<file path="config.mk">
export PLATFORM = sky130hd
export DESIGN_NAME = clkdiv_dual
export DESIGN_NICKNAME = d
export VERILOG_FILES = /design/src/rtl/clkdiv_pkg.sv /design/src/rtl/clkdiv_enable_sync.sv /design/src/rtl/clkdiv_ratio_ctrl.sv /design/src/rtl/clkdiv_phase_counter.sv /design/src/rtl/clkdiv_dual.sv
export SDC_FILE = /design/constraint.sdc
export NUM_CORES = 1
export LEC_CHECK = 0
export BUFFER_PORTS_ARGS = -buffer_cell sky130_fd_sc_hd__buf_4
export CAP_MARGIN = 20
export CORE_ASPECT_RATIO = 1.1
export CORE_MARGIN = 1.5
export CORE_UTILIZATION = 57
export CTS_CLUSTER_DIAMETER = 60
export CTS_CLUSTER_SIZE = 28
export DETAILED_ROUTE_END_ITERATION = 8
export GPL_TIMING_DRIVEN = 0
export PLACE_DENSITY = 0.85
export SLEW_MARGIN = 20
export SYNTH_ARGS = -nofsm -noshare
export SYNTH_HDL_FRONTEND = slang
export SYNTH_SLANG_ARGS = --single-unit
</file>
<file path="constraint.sdc">
create_clock -name clk_in -period 4.2 [get_ports clk_in]
set_input_delay 0.63 -clock clk_in [delete_from_list [all_inputs] [get_ports clk_in]]
set_output_delay 0.63 -clock clk_in [all_outputs]
set_load 0.02 [all_outputs]
</file>
<file path="src/rtl/clkdiv_pkg.sv">
// Package: shared constants and select encodings for the dual-ratio divider.
// Assumes exactly two divider lanes: index 0 is the pair lane, index 1 the trio lane.
package clkdiv_pkg;

    localparam int NUM_DIV  = 2;
    localparam int PAIR_IDX = 0;
    localparam int TRIO_IDX = 1;

    // Trio lane ratio select encoding (11 aliases the /6 setting)
    typedef enum logic [1:0] {
        TRIO_DIV4     = 2'b00,
        TRIO_DIV5     = 2'b01,
        TRIO_DIV6     = 2'b10,
        TRIO_DIV6_ALT = 2'b11
    } trio_sel_e;

endpackage

</file>
<file path="src/rtl/clkdiv_enable_sync.sv">
// Module: captures the run enable on the falling input edge.
// The result changes only while the input clock is low, so using it as a
// clock enable for rising-edge logic behaves like a glitch-free gated clock.
// Assumes rst_n is synchronous and active low.
module clkdiv_enable_sync (
    input  logic clk,
    input  logic rst_n,
    input  logic en_in,
    output logic en_q
);

    // Falling-edge capture of the enable, cleared by reset
    always_ff @(negedge clk) begin
        if (!rst_n) begin
            en_q <= 1'b0;
        end else begin
            en_q <= en_in;
        end
    end

endmodule

</file>
<file path="src/rtl/clkdiv_ratio_ctrl.sv">
// Module: decodes the ratio selects and holds the active ratio of each lane.
// New ratios are adopted only at reset or on the enabled edge where every
// lane reaches its terminal count together, which keeps the lanes aligned.
// Assumes last[] reflects the active ratios, never the pending ones.
module clkdiv_ratio_ctrl
    import clkdiv_pkg::*;
#(
    parameter int CNT_W   = 3,
    parameter int PAIR_LO = 2,
    parameter int PAIR_HI = 4,
    parameter int TRIO_R0 = 4,
    parameter int TRIO_R1 = 5,
    parameter int TRIO_R2 = 6
) (
    input  logic                           clk,
    input  logic                           rst_n,
    input  logic                           tick,
    input  logic                           sel_pair,
    input  logic [1:0]                     sel_trio,
    input  logic [NUM_DIV-1:0]             last,
    output logic [NUM_DIV-1:0][CNT_W:0]    ratio_act,
    output logic [NUM_DIV-1:0][CNT_W:0]    ratio_use
);

    localparam int RW = CNT_W + 1;

    logic [NUM_DIV-1:0][CNT_W:0] ratio_dec;
    logic                        joint_wrap;
    logic                        load;

    // Decode both select inputs into ratio values
    always_comb begin
        ratio_dec[PAIR_IDX] = sel_pair ? RW'(PAIR_HI) : RW'(PAIR_LO);
        case (trio_sel_e'(sel_trio))
            TRIO_DIV4: ratio_dec[TRIO_IDX] = RW'(TRIO_R0);
            TRIO_DIV5: ratio_dec[TRIO_IDX] = RW'(TRIO_R1);
            default:   ratio_dec[TRIO_IDX] = RW'(TRIO_R2);
        endcase
    end

    // Joint terminal count: every lane ends its period on this enabled edge
    always_comb begin
        joint_wrap = tick && (&last);
        load       = !rst_n || joint_wrap;
        ratio_use  = load ? ratio_dec : ratio_act;
    end

    // Hold the active ratios; reload them at reset or at a joint wrap
    always_ff @(posedge clk) begin
        if (load) begin
            ratio_act <= ratio_dec;
        end
    end

endmodule

</file>
<file path="src/rtl/clkdiv_phase_counter.sv">
// Module: one divider lane. Counts enabled edges modulo the active ratio and
// drives a registered output that is high for the first floor(ratio/2)
// counts of each period.
// Assumes ratio values from 2 up to 2**CNT_W. Reset parks the count at its
// terminal value, so the first enabled edge starts a fresh period with the
// output rising.
module clkdiv_phase_counter #(
    parameter int CNT_W = 3
) (
    input  logic           clk,
    input  logic           rst_n,
    input  logic           tick,
    input  logic [CNT_W:0] ratio_act,
    input  logic [CNT_W:0] ratio_use,
    output logic           last,
    output logic           div_out
);

    localparam logic [CNT_W:0] ONE = {{CNT_W{1'b0}}, 1'b1};

    logic [CNT_W-1:0] cnt;
    logic [CNT_W-1:0] cnt_nxt;
    logic [CNT_W:0]   ratio_m1;
    logic [CNT_W:0]   high_len;

    // Terminal detect and next count
    always_comb begin
        last     = ({1'b0, cnt} == (ratio_act - ONE));
        cnt_nxt  = last ? '0 : cnt + 1'b1;
        ratio_m1 = ratio_use - ONE;
        high_len = ratio_use >> 1;
    end

    // Count enabled edges and register the divided output
    always_ff @(posedge clk) begin
        if (!rst_n) begin
            cnt     <= ratio_m1[CNT_W-1:0];
            div_out <= 1'b0;
        end else if (tick) begin
            cnt     <= cnt_nxt;
            div_out <= ({1'b0, cnt_nxt} < high_len);
        end
    end

endmodule

</file>
<file path="src/rtl/clkdiv_dual.sv">
// Module: top of the dual-ratio synchronous divider.
// Both lanes share one clock, one enable sampled on the falling edge, and one
// joint reload point, so rising edges the two outputs have in common coincide.
// Assumes the selects are quasi-static and rst_n is synchronous, active low.
module clkdiv_dual
    import clkdiv_pkg::*;
#(
    parameter int PAIR_LO = 2,
    parameter int PAIR_HI = 4,
    parameter int TRIO_R0 = 4,
    parameter int TRIO_R1 = 5,
    parameter int TRIO_R2 = 6
) (
    input  logic       clk_in,
    input  logic       rst_n,
    input  logic       run_en,
    input  logic       sel_pair,
    input  logic [1:0] sel_trio,
    output logic       out_pair,
    output logic       out_trio
);

    localparam int MAX_PAIR  = (PAIR_HI > PAIR_LO) ? PAIR_HI : PAIR_LO;
    localparam int MAX_T01   = (TRIO_R1 > TRIO_R0) ? TRIO_R1 : TRIO_R0;
    localparam int MAX_TRIO  = (TRIO_R2 > MAX_T01) ? TRIO_R2 : MAX_T01;
    localparam int RATIO_MAX = (MAX_TRIO > MAX_PAIR) ? MAX_TRIO : MAX_PAIR;
    localparam int CNT_W     = (RATIO_MAX > 2) ? $clog2(RATIO_MAX) : 1;

    logic                        en_q;
    logic [NUM_DIV-1:0]          last;
    logic [NUM_DIV-1:0]          div_q;
    logic [NUM_DIV-1:0][CNT_W:0] ratio_act;
    logic [NUM_DIV-1:0][CNT_W:0] ratio_use;

    clkdiv_enable_sync u_en (
        .clk   (clk_in),
        .rst_n (rst_n),
        .en_in (run_en),
        .en_q  (en_q)
    );

    clkdiv_ratio_ctrl #(
        .CNT_W   (CNT_W),
        .PAIR_LO (PAIR_LO),
        .PAIR_HI (PAIR_HI),
        .TRIO_R0 (TRIO_R0),
        .TRIO_R1 (TRIO_R1),
        .TRIO_R2 (TRIO_R2)
    ) u_ratio (
        .clk       (clk_in),
        .rst_n     (rst_n),
        .tick      (en_q),
        .sel_pair  (sel_pair),
        .sel_trio  (sel_trio),
        .last      (last),
        .ratio_act (ratio_act),
        .ratio_use (ratio_use)
    );

    // One counter lane per output, all advanced by the same enabled edges
    for (genvar g = 0; g < NUM_DIV; g++) begin : g_lane
        clkdiv_phase_counter #(
            .CNT_W (CNT_W)
        ) u_cnt (
            .clk       (clk_in),
            .rst_n     (rst_n),
            .tick      (en_q),
            .ratio_act (ratio_act[g]),
            .ratio_use (ratio_use[g]),
            .last      (last[g]),
            .div_out   (div_q[g])
        );
    end

    // Route lane outputs to the ports
    always_comb begin
        out_pair = div_q[PAIR_IDX];
        out_trio = div_q[TRIO_IDX];
    end

endmodule

</file>
After elaboration in Yosys (flattened, before gate mapping)
Cells that the tools add are included.
W data, S select, Z words.

storage, ports and cells
  register bits after elaboration = 17
  logic and storage cells = 33

cells by class
  add/sub/neg operators = 6
  $lt $le $gt $ge = 2
  eq/ne operators = 4
  mux-type cells = 9
  reductions and logical operators = 5

operator list
  operator               number
  $mux W3                7
  $eq A3 B4 Y1           2
  $mux W8                1
  $sub A4 B1 Y4 const B  2
  $add A3 B1 Y3 const B  2
  $lt A3 B3 Y1           2
  $sub A3 B1 Y3 const B  2
  $pmux W2 S2            1
  $eq A2 B1 Y1 const B   1
  $logic_not A2 Y1       1
  $ne A2 B1 Y1 const B   1
  $reduce_and A2 Y1      1
  $logic_and A1 B1 Y1    1
  $logic_not A1 Y1       1
  $logic_or A1 B1 Y1     1

Longest topological paths before layout
  depth in word-level cells = 8
  gate-level depth with buffers = 12
  mapped depth without buffers = 11

By module
A second synthesis with hierarchy kept.

unflattened totals
  cell total of the unflattened synthesis = 114
  area, all modules = 1107.3 µm²

by module, submodules not included
  module                                  times used  cells an instance  area an instance (µm²)  sequential area each (µm²)
  clkdiv_phase_counter (g_lane[0].u_cnt)  1           48                 416.6                   110.1
  clkdiv_phase_counter (g_lane[1].u_cnt)  1           43                 385.4                   110.1
  clkdiv_ratio_ctrl                       1           20                 275.3                   160.2
  clkdiv_enable_sync                      1           3                  30.0                    20.0

==> metrics <==
Max Cap Viol 0; gr usage total 0.2132; Setup WS pre-CTS 32.39 ps; Sw Share 0.3418; clock skew 56.79 ps; total CTS buffers 3; # IOs 8; net switching power 159.9 uW; kind of start point of the critical path register; residual DRC count 0; Lkg Pwr ~0.00055 uW; first-pass GRT wire length 3588 um; clk_lat worst skew about 340 ps; CP Capture Type register; ANT nets after route 0; Synth top area share 0.1964; post-synth top area cell dfxtp_1; post-route cell area 1277 um2; Via density about 5.6; H-tree depth 1; vias in the first global route about 820; total power 467.9 uW; Worst IR Drop VDD 0.0002428 V; DR pass1 iterations 4; Post-layout nets 144; final hold vios 0; CP Max Fanout 4; port bufs 7; Mapped Area 1121 um2; r2r endpoint g_lane[0].u_cnt.cnt[2]; Multi-input gate area between 700 and 800 um2; Hold Path End u_ratio.ratio_act[7]; largest net degree at the start of global routing 11; Worst-path clk slew 110 ps; layout cell share with drive strength beyond 1 0.2283; ANT cells 0; drt first-iter violations 19; Synth cell types 39; WL final 2225 um; ys flop type dfxtp_1; DP HPWL between 1500 and 2000 um; CTS tree done; Cell Rows 16; Yosys reg bits 17; Crit path required time between 4000 and 5000 ps; worst-margin pin slew 553.9 ps; Worst Hold Class register to register; reg2reg start u_en.en_q; clock buffer depth 2; max-slew violation count 0; critical path class register to register; post-place instance area 1207 um2; Reg power frac 0.444; Synth async-reset ratio 0; Synth area leaders dfxtp_1, edfxtp_1, ha_1, xnor2_1, nor2_1; syn_area_per_cell 9.834 um2; chip height slightly below 50 um; Seq/Total Area, Yosys 0.3571; via count 865; Chip Width 45.29 um; Clk pwr share 0.196; core area 1822 um2; Ys Warns 0; synth cell count leaders dfxtp_1, ha_1, nor2_1, nand2_1, inv_1; relative slew slack 0.6307; Sequential Area 401.6 um2; Comb power frac 0.360; Int Pwr between 300 and 400 uW; fill count around 140; GP Congestion slightly above 0.8; post-route insts no fill between 150 and 200; GR Overflow Total 0; initial core utilization 0.6154; Placed Instances 148; CTS Sinks 17; power density over cell area 366.3 nW/um2; wire length per cell 14.45 um; die area 2242 um2; syn_nets 130; status finished clean; count leader, synth dfxtp_1; final setup vio count 0; Hold Path Origin u_ratio.ratio_act[7]; Gate Count Post-Synth about 110; Arr. time, crit path 4190 ps; final setup margin ~73 ps; area growth from synthesis to layout 13.95%; R2R setup slack just over 70 ps; Clock Root Buffer clkbuf_4; worst hold path depth 2; R2R cell count 7; number of flops mapped to enable cells by yosys 6; initial antenna violation count 0
## per-layer routing
layer	up-vias	global-route usage	wire length (um)
li1	432	-	-
met1	412	0.3154	1079
met2	17	0.3262	1068
met3	4	0.02198	54
met4	0	0.05882	23
met5	-	0	0
## state kept, by name, indices dropped and copies added (netlist names)
name and cells:
u_ratio.ratio_act 8, g_lane.u_cnt.cnt 6, g_lane.u_cnt.div_out 2, u_en.en_q 1
## kinds of logic after synthesis
| family | count (synthesis) | synth area share |
|---|---|---|
| and+or+nand+nor | 37 | 0.1786 |
| AOI/OAI and AO/OA | 26 | 0.1875 |
| DFF | 17 | 0.3571 |
| buffers and inverters | 10 | 0.04018 |
| adders and majority gates | 10 | 0.1116 |
| xor gates and xnor gates | 9 | 0.07032 |
| muxes | 5 | 0.05469 |
## how the worst max path moves through the flow
| stage | cells after the start | startpoint | to | slack, ps |
|---|---|---|---|---|
| after floorplan | 7 | u_en.en_q | g_lane[0].u_cnt.cnt[2] | 190 |
| after global placement | 8 | u_en.en_q | g_lane[0].u_cnt.div_out | 60 |
| after detailed placement | 8 | u_en.en_q | g_lane[0].u_cnt.div_out | 30 |
| after CTS | 8 | u_en.en_q | g_lane[0].u_cnt.div_out | 20 |
| after global routing | 7 | u_en.en_q | g_lane[0].u_cnt.cnt[2] | -10 |
| final | 7 | u_en.en_q | g_lane[0].u_cnt.cnt[2] | 70 |
## through the flow
stage,setup TNS [ps],hold slack [ps],utilization
after global placement,0,475.4,0.6628
after detailed placement,0,495.7,0.6628
after floorplan,0,453.6,-
after CTS,0,510.1,0.6813
after global routing,-22.16,529.4,0.7012
final,0,505.3,0.7012
## critical path, stage by stage, from the launching register on
cell,delay [ps]
dfxtp_2,340
and3_4,190
o21ai_2,80
o211a_1,280
or2_1,240
ha_1,200
xor2_1,150
mux2_2,260
## final cells by class
cell class / count / area share
multi-input combinational: 87 / 0.5504
sequential: 17 / 0.3144
timing repair buffer: 9 / 0.05289
tap: 27 / 0.02644
clock buffer: 3 / 0.01763
inverter: 6 / 0.01763
buffer: 3 / 0.01469
clock inverter: 2 / 0.005877
## cell usage in the layout, fill, tap and decap left out, drive strengths merged, types with 4 or more instances in the layout
cell     n
dfxtp   11
ha      10
buf     10
nor2     9
inv      8
nand2    8
o21ai    7
xnor2    6
edfxtp   6
clkbuf   5
a21o     4
nor2b    4
nand3    4
## what timing repair did
action | CTS | global route
setup endpoints to repair | 1 | 2
pin swaps | 0 | 2
hold buffers | 0 | 0
setup buffers | 0 | 2
resized for setup | 1 | 5
## power groups by stage
stage	combinational [uW]	sequential, uW	clock (uW)
floorplan	120	210	2.98
global placement	149	210	2.98
detailed placement	158	211	2.98
CTS	160	207	92.0
global route	187	210	96.1
finish	168	208	91.8
(Power assumes the default switching activity.)
